==> src/rtl/rxr_pkg.sv <==
package rxr_pkg;
  localparam int DW          = 32;
  localparam int RA_W        = 3;
  localparam int PKT_W       = 10;
  localparam int HDR_LEN_LSB = 21;
  localparam int HDR_LEN_W   = 11;
  localparam int CMD_LEN_LSB = 16;
  localparam int HDR_WORDS   = 3;

  localparam logic [RA_W-1:0] RA_STATUS = 3'd0;
  localparam logic [RA_W-1:0] RA_LATCH  = 3'd1;
  localparam logic [RA_W-1:0] RA_IRQEN  = 3'd2;
  localparam logic [RA_W-1:0] RA_CMD    = 3'd3;
  localparam logic [RA_W-1:0] RA_DATA   = 3'd4;

  localparam logic [2:0] OP_READ = 3'b110;

  // words = header + ceil((len + 2 fill bytes) / 4)
  function automatic logic [PKT_W-1:0] pkt_words(input logic [DW-1:0] hdr);
    logic [HDR_LEN_W+1:0] b;
    b = {2'b00, hdr[HDR_LEN_LSB +: HDR_LEN_W]} + (HDR_LEN_W+2)'(5);
    return PKT_W'(HDR_WORDS) + PKT_W'(b >> 2);
  endfunction
endpackage

==> src/rtl/rxr_word_queue.sv <==
module rxr_word_queue #(
  parameter int DEPTH = 128,
  parameter int DW    = 32
) (
  input  logic          clk_i,
  input  logic          rst_ni,
  input  logic          wr_en_i,
  input  logic [DW-1:0] wr_data_i,
  input  logic          rd_en_i,
  output logic [DW-1:0] head_o,
  output logic          empty_o,
  output logic          wr_ok_o
);
  localparam int AW = $clog2(DEPTH);

  logic [DW-1:0] mem [DEPTH];
  logic [AW-1:0] wptr_q, rptr_q;
  logic [AW:0]   cnt_q;
  logic          full, rd_ok;

  assign empty_o = (cnt_q == '0);
  assign full    = (cnt_q == (AW+1)'(DEPTH));
  assign wr_ok_o = wr_en_i & ~full;
  assign rd_ok   = rd_en_i & ~empty_o;
  assign head_o  = mem[rptr_q];

  always_ff @(posedge clk_i) begin
    if (wr_ok_o) mem[wptr_q] <= wr_data_i;
  end

  always_ff @(posedge clk_i or negedge rst_ni) begin
    if (!rst_ni) begin
      wptr_q <= '0;
      rptr_q <= '0;
      cnt_q  <= '0;
    end else begin
      if (wr_ok_o) wptr_q <= wptr_q + 1'b1;
      if (rd_ok)   rptr_q <= rptr_q + 1'b1;
      case ({wr_ok_o, rd_ok})
        2'b10:   cnt_q <= cnt_q + 1'b1;
        2'b01:   cnt_q <= cnt_q - 1'b1;
        default: cnt_q <= cnt_q;
      endcase
    end
  end
endmodule

==> src/rtl/rxr_status.sv <==
module rxr_status #(
  parameter int CNT_W = 8
) (
  input  logic clk_i,
  input  logic rst_ni,
  input  logic pkt_in_i,
  input  logic pkt_out_i,
  input  logic latch_clr_i,
  input  logic ie_we_i,
  input  logic ie_d_i,
  output logic ready_o,
  output logic latched_o,
  output logic ie_o,
  output logic irq_o
);
  logic [CNT_W-1:0] pkt_cnt_q;
  logic             rdy_q;

  assign ready_o = (pkt_cnt_q != '0);
  assign irq_o   = latched_o & ie_o;

  always_ff @(posedge clk_i or negedge rst_ni) begin
    if (!rst_ni) begin
      pkt_cnt_q <= '0;
      rdy_q     <= 1'b0;
      latched_o <= 1'b0;
      ie_o      <= 1'b0;
    end else begin
      case ({pkt_in_i, pkt_out_i})
        2'b10:   pkt_cnt_q <= pkt_cnt_q + 1'b1;
        2'b01:   pkt_cnt_q <= pkt_cnt_q - 1'b1;
        default: pkt_cnt_q <= pkt_cnt_q;
      endcase
      rdy_q <= ready_o;
      // set beats clear
      if (ready_o && !rdy_q) latched_o <= 1'b1;
      else if (latch_clr_i)  latched_o <= 1'b0;
      if (ie_we_i) ie_o <= ie_d_i;
    end
  end
endmodule

==> src/rtl/rxr_xfer_ctrl.sv <==
module rxr_xfer_ctrl
  import rxr_pkg::*;
#(
  parameter int PW = PKT_W
) (
  input  logic          clk_i,
  input  logic          rst_ni,
  input  logic          cmd_we_i,
  input  logic [2:0]    cmd_op_i,
  input  logic [PW-1:0] cmd_len_i,
  input  logic          ready_i,
  input  logic [DW-1:0] head_i,
  input  logic          rd_req_i,
  input  logic          q_empty_i,
  input  logic          undr_clr_i,
  output logic          pop_o,
  output logic          pkt_done_o,
  output logic [PW-1:0] xfer_left_o,
  output logic [PW-1:0] pkt_left_o,
  output logic          in_pkt_o,
  output logic          underrun_o
);
  logic [PW-1:0] pkt_rem, len_clamped;
  logic          start;

  // outside a packet the queue head is the next header
  assign pkt_rem     = in_pkt_o ? pkt_left_o : PW'(pkt_words(head_i));
  assign len_clamped = (cmd_len_i > pkt_rem) ? pkt_rem : cmd_len_i;
  assign start       = cmd_we_i && (cmd_op_i == OP_READ) && (cmd_len_i != '0)
                       && (in_pkt_o || ready_i);
  assign pop_o       = rd_req_i && (xfer_left_o != '0) && !q_empty_i;
  assign pkt_done_o  = pop_o && in_pkt_o && (pkt_left_o == PW'(1));

  always_ff @(posedge clk_i or negedge rst_ni) begin
    if (!rst_ni) begin
      in_pkt_o    <= 1'b0;
      pkt_left_o  <= '0;
      xfer_left_o <= '0;
      underrun_o  <= 1'b0;
    end else begin
      if (start) begin
        in_pkt_o    <= 1'b1;
        pkt_left_o  <= pkt_rem;
        xfer_left_o <= len_clamped;
      end else if (pop_o) begin
        xfer_left_o <= xfer_left_o - 1'b1;
        pkt_left_o  <= pkt_left_o - 1'b1;
        if (pkt_done_o) in_pkt_o <= 1'b0;
      end
      if (rd_req_i && !pop_o) underrun_o <= 1'b1;
      else if (undr_clr_i)    underrun_o <= 1'b0;
    end
  end
endmodule

==> src/rtl/rx_cpu_read_engine.sv <==
module rx_cpu_read_engine
  import rxr_pkg::*;
#(
  parameter int QDEPTH = 128
) (
  input  logic            clk_i,
  input  logic            rst_ni,
  input  logic            fill_valid_i,
  input  logic [DW-1:0]   fill_data_i,
  input  logic            fill_last_i,
  input  logic            reg_we_i,
  input  logic            reg_re_i,
  input  logic [RA_W-1:0] reg_addr_i,
  input  logic [DW-1:0]   reg_wdata_i,
  output logic [DW-1:0]   reg_rdata_o,
  output logic            irq_o
);
  localparam int CNT_W = $clog2(QDEPTH) + 1;

  logic [DW-1:0]    head;
  logic             q_empty, q_wr_ok;
  logic             ready, latched, ie;
  logic             pop, pkt_done, in_pkt, underrun;
  logic [PKT_W-1:0] xfer_left, pkt_left;
  logic             cmd_we, rd_req, latch_clr, ie_we, undr_clr, pkt_in;

  assign cmd_we    = reg_we_i && (reg_addr_i == RA_CMD);
  assign latch_clr = reg_we_i && (reg_addr_i == RA_LATCH)  && reg_wdata_i[0];
  assign ie_we     = reg_we_i && (reg_addr_i == RA_IRQEN);
  assign undr_clr  = reg_we_i && (reg_addr_i == RA_STATUS) && reg_wdata_i[1];
  assign rd_req    = reg_re_i && !reg_we_i && (reg_addr_i == RA_DATA);
  assign pkt_in    = q_wr_ok && fill_last_i;

  rxr_word_queue #(.DEPTH(QDEPTH), .DW(DW)) u_queue (
    .clk_i     (clk_i),
    .rst_ni    (rst_ni),
    .wr_en_i   (fill_valid_i),
    .wr_data_i (fill_data_i),
    .rd_en_i   (pop),
    .head_o    (head),
    .empty_o   (q_empty),
    .wr_ok_o   (q_wr_ok)
  );

  rxr_status #(.CNT_W(CNT_W)) u_status (
    .clk_i       (clk_i),
    .rst_ni      (rst_ni),
    .pkt_in_i    (pkt_in),
    .pkt_out_i   (pkt_done),
    .latch_clr_i (latch_clr),
    .ie_we_i     (ie_we),
    .ie_d_i      (reg_wdata_i[0]),
    .ready_o     (ready),
    .latched_o   (latched),
    .ie_o        (ie),
    .irq_o       (irq_o)
  );

  rxr_xfer_ctrl #(.PW(PKT_W)) u_xfer (
    .clk_i       (clk_i),
    .rst_ni      (rst_ni),
    .cmd_we_i    (cmd_we),
    .cmd_op_i    (reg_wdata_i[2:0]),
    .cmd_len_i   (reg_wdata_i[CMD_LEN_LSB +: PKT_W]),
    .ready_i     (ready),
    .head_i      (head),
    .rd_req_i    (rd_req),
    .q_empty_i   (q_empty),
    .undr_clr_i  (undr_clr),
    .pop_o       (pop),
    .pkt_done_o  (pkt_done),
    .xfer_left_o (xfer_left),
    .pkt_left_o  (pkt_left),
    .in_pkt_o    (in_pkt),
    .underrun_o  (underrun)
  );

  always_comb begin
    reg_rdata_o = '0;
    case (reg_addr_i)
      RA_STATUS: reg_rdata_o = {30'd0, underrun, ready};
      RA_LATCH:  reg_rdata_o = {31'd0, latched};
      RA_IRQEN:  reg_rdata_o = {31'd0, ie};
      RA_CMD:    reg_rdata_o = DW'(xfer_left) << CMD_LEN_LSB;
      RA_DATA:   reg_rdata_o = ((xfer_left != '0) && !q_empty) ? head : '0;
      default:   reg_rdata_o = '0;
    endcase
  end
endmodule

==> config.mk <==
export PLATFORM = sky130hd
export DESIGN_NAME = rx_cpu_read_engine
export DESIGN_NICKNAME = d
export VERILOG_FILES = /design/src/rtl/rxr_pkg.sv /design/src/rtl/rxr_word_queue.sv /design/src/rtl/rxr_status.sv /design/src/rtl/rxr_xfer_ctrl.sv /design/src/rtl/rx_cpu_read_engine.sv
export SDC_FILE = /design/constraint.sdc
export NUM_CORES = 2
export LEC_CHECK = 0
export ABC_AREA = 1
export BUFFER_PORTS_ARGS = -buffer_cell sky130_fd_sc_hd__buf_2
export CORE_ASPECT_RATIO = 1.5
export CORE_MARGIN = 2
export CORE_UTILIZATION = 35
export CTS_CLUSTER_SIZE = 16
export DETAILED_ROUTE_END_ITERATION = 12
export GPL_ROUTABILITY_DRIVEN = 0
export SYNTH_ARGS = -nofsm -noshare
export SYNTH_HDL_FRONTEND = slang
export SYNTH_SLANG_ARGS = --single-unit
export TNS_END_PERCENT = 5
==> constraint.sdc <==
create_clock -name clk_i -period 5.34 [get_ports clk_i]
set_input_delay 0.534 -clock clk_i [delete_from_list [all_inputs] [get_ports clk_i]]
set_output_delay 0.534 -clock clk_i [all_outputs]
set_load 0.02 [all_outputs]
* Word level (Yosys, flattened, before mapping)
Memory sizes are Yosys's and may differ from the RTL's.
Index checks and enable logic that the tools add are counted.
** Storage, ports and cells
- Flip-flop bits (word level) :: 55
- Logic and storage cells :: 94
- Memories :: 1
- Memory bits (writable) :: 4096
** Cells by class
- Bitwise operators :: 5
- Order comparisons :: 1
- Equal/unequal tests :: 11
- Muxes and demuxes :: 19
- Reductions and logical operators :: 36
- Add/subtract/negate cells :: 10
** Memories
- u_queue.mem :: words 128, bits a word 32, rd ports 1, clocked after memory_dff 0, write ports 1, line rxr_word_queue.sv:16 : logic [DW-1:0] mem [DEPTH];
** Operator list (count)
- 32-bit one-hot mux with 5 select lines :: 1
- 10-bit 2-to-1 mux :: 6
- 32-bit 2-to-1 mux :: 1
- 8-bit one-hot mux with 2 select lines :: 2
- 10-bit nonzero test :: 2
- 10-bit by 1-bit subtractor with 10-bit output, second input constant :: 2
- 1-bit logical AND :: 19
- 8-bit by 1-bit adder with 8-bit output, second input constant :: 2
- 8-bit by 1-bit subtractor with 8-bit output, second input constant :: 2
- 7-bit by 1-bit adder with 7-bit output, second input constant :: 2
- 11-bit by 3-bit adder with 12-bit output, second input constant :: 1
- 2-bit nonzero test :: 6
- 2-bit by 10-bit adder with 10-bit output, first input constant :: 1
- 10-bit by 1-bit equality test with 1-bit output, second input constant :: 1
- 10-bit > comparator :: 1
- 1-bit 2-to-1 mux :: 9
- 8-bit equality test, second input constant :: 1
- 8-bit zero test :: 1
- 8-bit nonzero test :: 1
- 3-bit by 2-bit equality test with 1-bit output, second input constant :: 2
- 3-bit equality test, second input constant :: 2
- 2-bit by 1-bit equality test with 1-bit output, second input constant :: 2
- 2-bit equality test, second input constant :: 2
- 1-bit zero test :: 4
- other kinds (6) :: 9

* Logic depth before layout (Yosys ltp)
- Depth in word-level cells :: 10
- Mapped depth :: 40
- Mapped depth without buffers :: 36

* By module
From an unflattened synthesis, not the netlist that was laid out.
** Second synthesis, totals
- Cell total of the unflattened synthesis :: 17069
- Area, all modules :: 177614.1 um^2
** Modules (own cells, without submodules)
- rxr_word_queue :: area each 173774.2 um^2, instances 1, cells an instance 16449
- rxr_xfer_ctrl :: area each 2258.4 um^2, instances 1, cells an instance 352
- rxr_status :: area each 850.8 um^2, instances 1, cells an instance 124
- rx_cpu_read_engine :: area each 730.7 um^2, instances 1, cells an instance 144

* Least setup slack after synthesis
OpenSTA, ideal clock, no wires.
- Path type :: reg-to-reg
- Start :: register u_queue.rptr_q[0]
- End :: register u_xfer.xfer_left_o[1]
- Cell stages (with the launch flop) :: 38
- Path buffers :: 5
- Library setup time :: 146 ps
- Path slack :: 1061 ps
- Period minus slack after synthesis :: 4279 ps
- Arrival time :: 4133 ps
- Cells stage by stage :: dfrtp_1 buf_6 inv_4 buf_8 buf_8 buf_6 nand2_1 nand2_1 nand2_1 a21oi_1 nor2_1 nand2_1 nand2_1 nor2_1 nor2_1 nor2_2 nand2_1 nand2_4 (+2 left out) nand2_1 ha_1 inv_1 nand4_1 nor2_2 nand2_1 nand2_1 nand3_1 and2_4 ha_1 nand2_1 nor3_1 nand4_1 nand2_1 clkinv_1 clkbuf_1 o211ai_1 o311ai_0
** Between the ends
- Cells in the longest elaborated chain, start to end :: 7
** RTL lines
- from (decl) :: line rxr_word_queue.sv:17 : logic [AW-1:0] wptr_q, rptr_q;
- from (signal assigned) :: line rxr_word_queue.sv:38 : if (rd_ok) rptr_q <= rptr_q + 1'b1;
- memory 128 x 32 bit *
- 11-bit by 3-bit adder with 12-bit output * :: line rxr_pkg.sv:21 : b = {2'b00, hdr[HDR_LEN_LSB +: HDR_LEN_W]} + (HDR_LEN_W+2)'(5);
- 2-bit by 10-bit adder with 10-bit output * :: line rxr_pkg.sv:22 : return PKT_W'(HDR_WORDS) + PKT_W'(b >> 2);
- 10-bit 2-to-1 mux * :: line rxr_xfer_ctrl.sv:27 : assign pkt_rem = in_pkt_o ? pkt_left_o : PW'(pkt_words(head_i));
- 10-bit > comparator :: line rxr_xfer_ctrl.sv:28 : assign len_clamped = (cmd_len_i > pkt_rem) ? pkt_rem : cmd_len_i;
- 10-bit 2-to-1 mux * :: line rxr_xfer_ctrl.sv:28
- 10-bit 2-to-1 mux * :: line rxr_xfer_ctrl.sv:41 : if (start) begin
- to (signal assigned) :: line rxr_xfer_ctrl.sv:44 : xfer_left_o <= len_clamped;
- to (signal assigned) :: line rxr_xfer_ctrl.sv:46 : xfer_left_o <= xfer_left_o - 1'b1;
- to (decl) :: line rxr_xfer_ctrl.sv:18 : output logic [PW-1:0] xfer_left_o,
Mark *: on every way between the ends. The rest lies on a longest branch, timed or not.
A chain may end at the register's enable or synchronous reset.

* Final worst setup path
- Start :: register u_queue.rptr_q[1]
- End :: output reg_rdata_o[1]
** Between the ends
- Cells in the longest elaborated chain, start to end :: 3
** RTL lines
- memory 128 x 32 bit
- 32-bit 2-to-1 mux :: line rx_cpu_read_engine.sv:85 : RA_DATA: reg_rdata_o = ((xfer_left != '0) && !q_empty) ? head : '0;
- 32-bit one-hot mux with 5 select lines :: line rx_cpu_read_engine.sv:80 : case (reg_addr_i)
- to (decl) :: line rx_cpu_read_engine.sv:15 : output logic [DW-1:0] reg_rdata_o,
Every way passes these cells.

==> reports/qor.yml <==
placement:
  numPortBuffers: 86
  place_ws_ps: -211
  dp.cells: 19391
  place_area_um2: 180000
  dp_hpwl_um: 328000
cells_and_area:
  final_area_um2: 193000
  nets: 13682
  drive_gt1_share_pct: 12.8
  syn_to_final_growth_pct: 16.2
  fin_util_pct: 40.8
  stdcell_count: 20131
  fillers: 43662
sta:
  slew_headroom_pct: 16.0
  fin_skew_ps: 61.3
  setup_violations: 3
  slew_violations: 0
  fmax_mhz: 185
  period_minus_slack_ps: 5410
  whs_ps: 85.5
  setup_slack_ps: -67.4
  worst_slew_pin_slew_ps: 1260
  fin_setup_tns_ps: -165
  post-route-period-util_pct: 101
  final_hold_viol_count: 0
  rsz0062_at_grt: "yes"
clock_tree:
  cts_max_level: 5
  clock_path_buffers: 4
  cts_tree: "done"
  clk_latency_ps: 1000
  cts.sinks: 4151
  cts_buffers: 375
  clk_root_buffer_cell: "clkbuf_16"
  cts.clk_slew.worst_paths_ps: 70
routing:
  wl_um: 546000
  wl_per_cell_um: 27.1
  vias_per_cell: 5.54
  first_iter_violations: 13398
  first_pass_iters: 6
  ant_nets: 0
  vias: 111523
  drc: 0
worst_setup_path:
  critPathTopFamily: "buffers and inverters"
  critPathKind: "register to output pin"
  path_buf_inv: 7
  cp_max_fo: 24
  worstPathArrival_ps: 4870
  required_ps: 4810
  cp_common_cell: "buf_4"
  cp-start-kind: "register"
  max_stage_delay_ps: 600
  crit_chain: "inv_16 -> buf_12 -> buf_4 -> buf_4 -> o21ai_0 -> o221ai_1 -> nand3_1 -> nand4_1 -> o311ai_1 -> buf_4 -> nand2_1 -> o311ai_1 -> buf_4 -> o21ai_0 -> buf_2"
  cp-end-kind: "output pin"
  slowest_stage: "dfrtp_4"
die:
  fp.dieW_um: 567
  core_area_um2: 474000
  ios: 106
  dieHeight_um: 848
  num_rows: 310
  fp.dieArea_um2: 481000
  initial_core_util_pct: 35.1
power_and_ir_drop:
  power.total_mw: 100
  ir_worst_vdd_mv: 0.390
  p_leak_nw: 64.2
  power_density_nw_per_um2: 518
yosys:
  synth.distinct_cells: 56
  ys.flop_type: "edfxtp_1"
  synth-seq-cells: 4151
  syn_inst: 13081
  synthesis.area_um2: 166000
  async_reset_ff_share_pct: 1.32
  synth-edff-count: 4096
  syn_nets: 13186
  syn_avg_cell_area_um2: 12.7
  ys_seq_area_share_pct: 74.8
  ys_warn_count: 0
job:
  cap_violations: 0
min_path:
  hp-class: "input port to register"
status:
  status: "complete, but fails checks"
  violations: "setup timing"
grt:
  grt-ovfl-total: 0
  grt_max_degree: 129
  grt_pass1_vias: 106312
  antenna_found_initial: 24
  track_usage_pct: 21.8
  grt_pass1_wl_um: 764000
[area by class of cell]
class,instances,area (µm²),area share [%]
Clock buffer,464,9950,5.15
Multi-Input combinational cell,7695,37900,19.6
Timing Repair inverter,2,60.1,0.0311
Clock inverter,212,2030,1.05
Inverter,348,1390,0.721
Timing Repair Buffer,1004,9650,4.99
Sequential cell,4151,124000,64.4
Tap cell,6240,7810,4.04
Antenna cell,15,37.5,0.0194
[where the power goes]
group | switching, mW | internal, mW | total [mW] | leakage (nW)
Combinational | 25.0 | 11.3 | 36.3 | 20.9
Sequential | 0.300 | 36.5 | 36.8 | 37.5
Clock | 12.1 | 14.9 | 27.0 | 5.84
[registers in the layout, summed over array words and instances (netlist names)]
name and count:
u_queue.mem 4096, u_status.latched_o 1, u_queue.wptr_q 7, u_queue.cnt_q 8, u_xfer.xfer_left_o 10, u_status.pkt_cnt_q 8, u_xfer.in_pkt_o 1, u_xfer.underrun_o 1
u_status.ie_o 1, u_status.rdy_q 1, u_xfer.pkt_left_o 10, u_queue.rptr_q 7
[Yosys cell counts (3+ instances only)]
cell	instances	area (µm²)
a32o_1	5	50.1
nor4_1	17	106
buf_1	38	143
clkinv_1	3	11.3
xnor2_1	4	35.0
o22ai_1	458	2870
a311oi_1	8	70.1
o311ai_0	5	43.8
a2111oi_0	6	52.6
or2_2	5	31.3
inv_2	6	22.5
clkbuf_1	442	1660
o21ai_0	1859	9300
o31ai_1	7	52.6
ha_1	30	375
a31oi_1	75	469
dfrtp_1	55	1380
o221ai_1	284	2490
a22oi_1	5	37.5
nor2_2	8	50.1
nand2_1	1534	5760
inv_1	338	1270
a211oi_1	9	67.6
xor2_1	27	236
nor3_1	23	115
o311ai_1	3	26.3
a221oi_1	7	61.3
nand2_2	4	25.0
nand3_1	603	3020
o211ai_1	102	766
nand4_1	37	231
o21ai_1	26	130
buf_4	64	480
nor2_1	2380	8930
a221o_1	7	70.1
and3_1	3	18.8
buf_2	312	1560
a21oi_1	132	661
edfxtp_1	4096	123000
buf_6	29	327
[path summary, 6_finish.rpt]
path | slack [ps] | cells after the start | end | from
hold reg to reg | 440 | 1 | u_status.latched_o$_DFFE_PN0P_ | u_status.rdy_q$_DFF_PN0_
setup reg to reg | 190 | 35 | u_xfer.xfer_left_o[1]$_DFFE_PN0P_ | u_queue.rptr_q[0]$_DFFE_PN0P_
min in group asynchronous | 310 | 3 | u_queue.cnt_q[5]$_DFFE_PN0P_ | rst_ni
setup / recovery | -70 | 15 | reg_rdata_o[1] | u_queue.rptr_q[1]$_DFFE_PN0P_
max in group asynchronous | 4230 | 3 | u_queue.rptr_q[0]$_DFFE_PN0P_ | rst_ni
hold / removal | 90 | 2 | u_queue.mem[21][20]$_DFFE_PP_ | fill_data_i[20]
[placed cells by master, fill, tap and decap left out, types with 284 or more instances in the layout]
| cell | Yosys | routed |
|---|---|---|
| edfxtp_1 | 4096 | 4096 |
| nor2_1 | 2380 | 2233 |
| o21ai_0 | 1859 | 1855 |
| nand2_1 | 1534 | 1515 |
| buf_4 | 64 | 747 |
| nand3_1 | 603 | 583 |
| o22ai_1 | 458 | 458 |
| clkbuf_16 | 0 | 394 |
| inv_1 | 338 | 335 |
| o221ai_1 | 284 | 284 |
[timing repair]
action | in CTS | in global routing
resized for setup | 80 | 122
endpoints found under the setup margin | 30 | 24
endpoints found under the hold margin | 84 | 0
cloned | 4 | 11
hold buffers | 18 | 0
pin swaps | 3 | 18
setup buffers | 4 | 13
[layer usage]
| layer | vias to the layer above | track usage [%] | routed length, µm |
|---|---|---|---|
| met1 | 56380 | 25.2 | 195000 |
| met5 | - | 0 | 8 |
| met3 | 1182 | 2.65 | 39100 |
| met2 | 5168 | 37.7 | 270000 |
| met4 | 2 | 15.4 | 42100 |
| li1 | 48791 | - | - |
[cells by family after synthesis]
logic type / synth area share (%)
muxes: 0.0120
DFF: 74.8
and+or+nand+nor: 11.0
xor gates and xnor gates: 0.163
AOI/OAI and AO/OA: 10.4
adders and majority gates: 0.250
buffers and inverters: 3.31
Power figures use the tool's default switching activity.
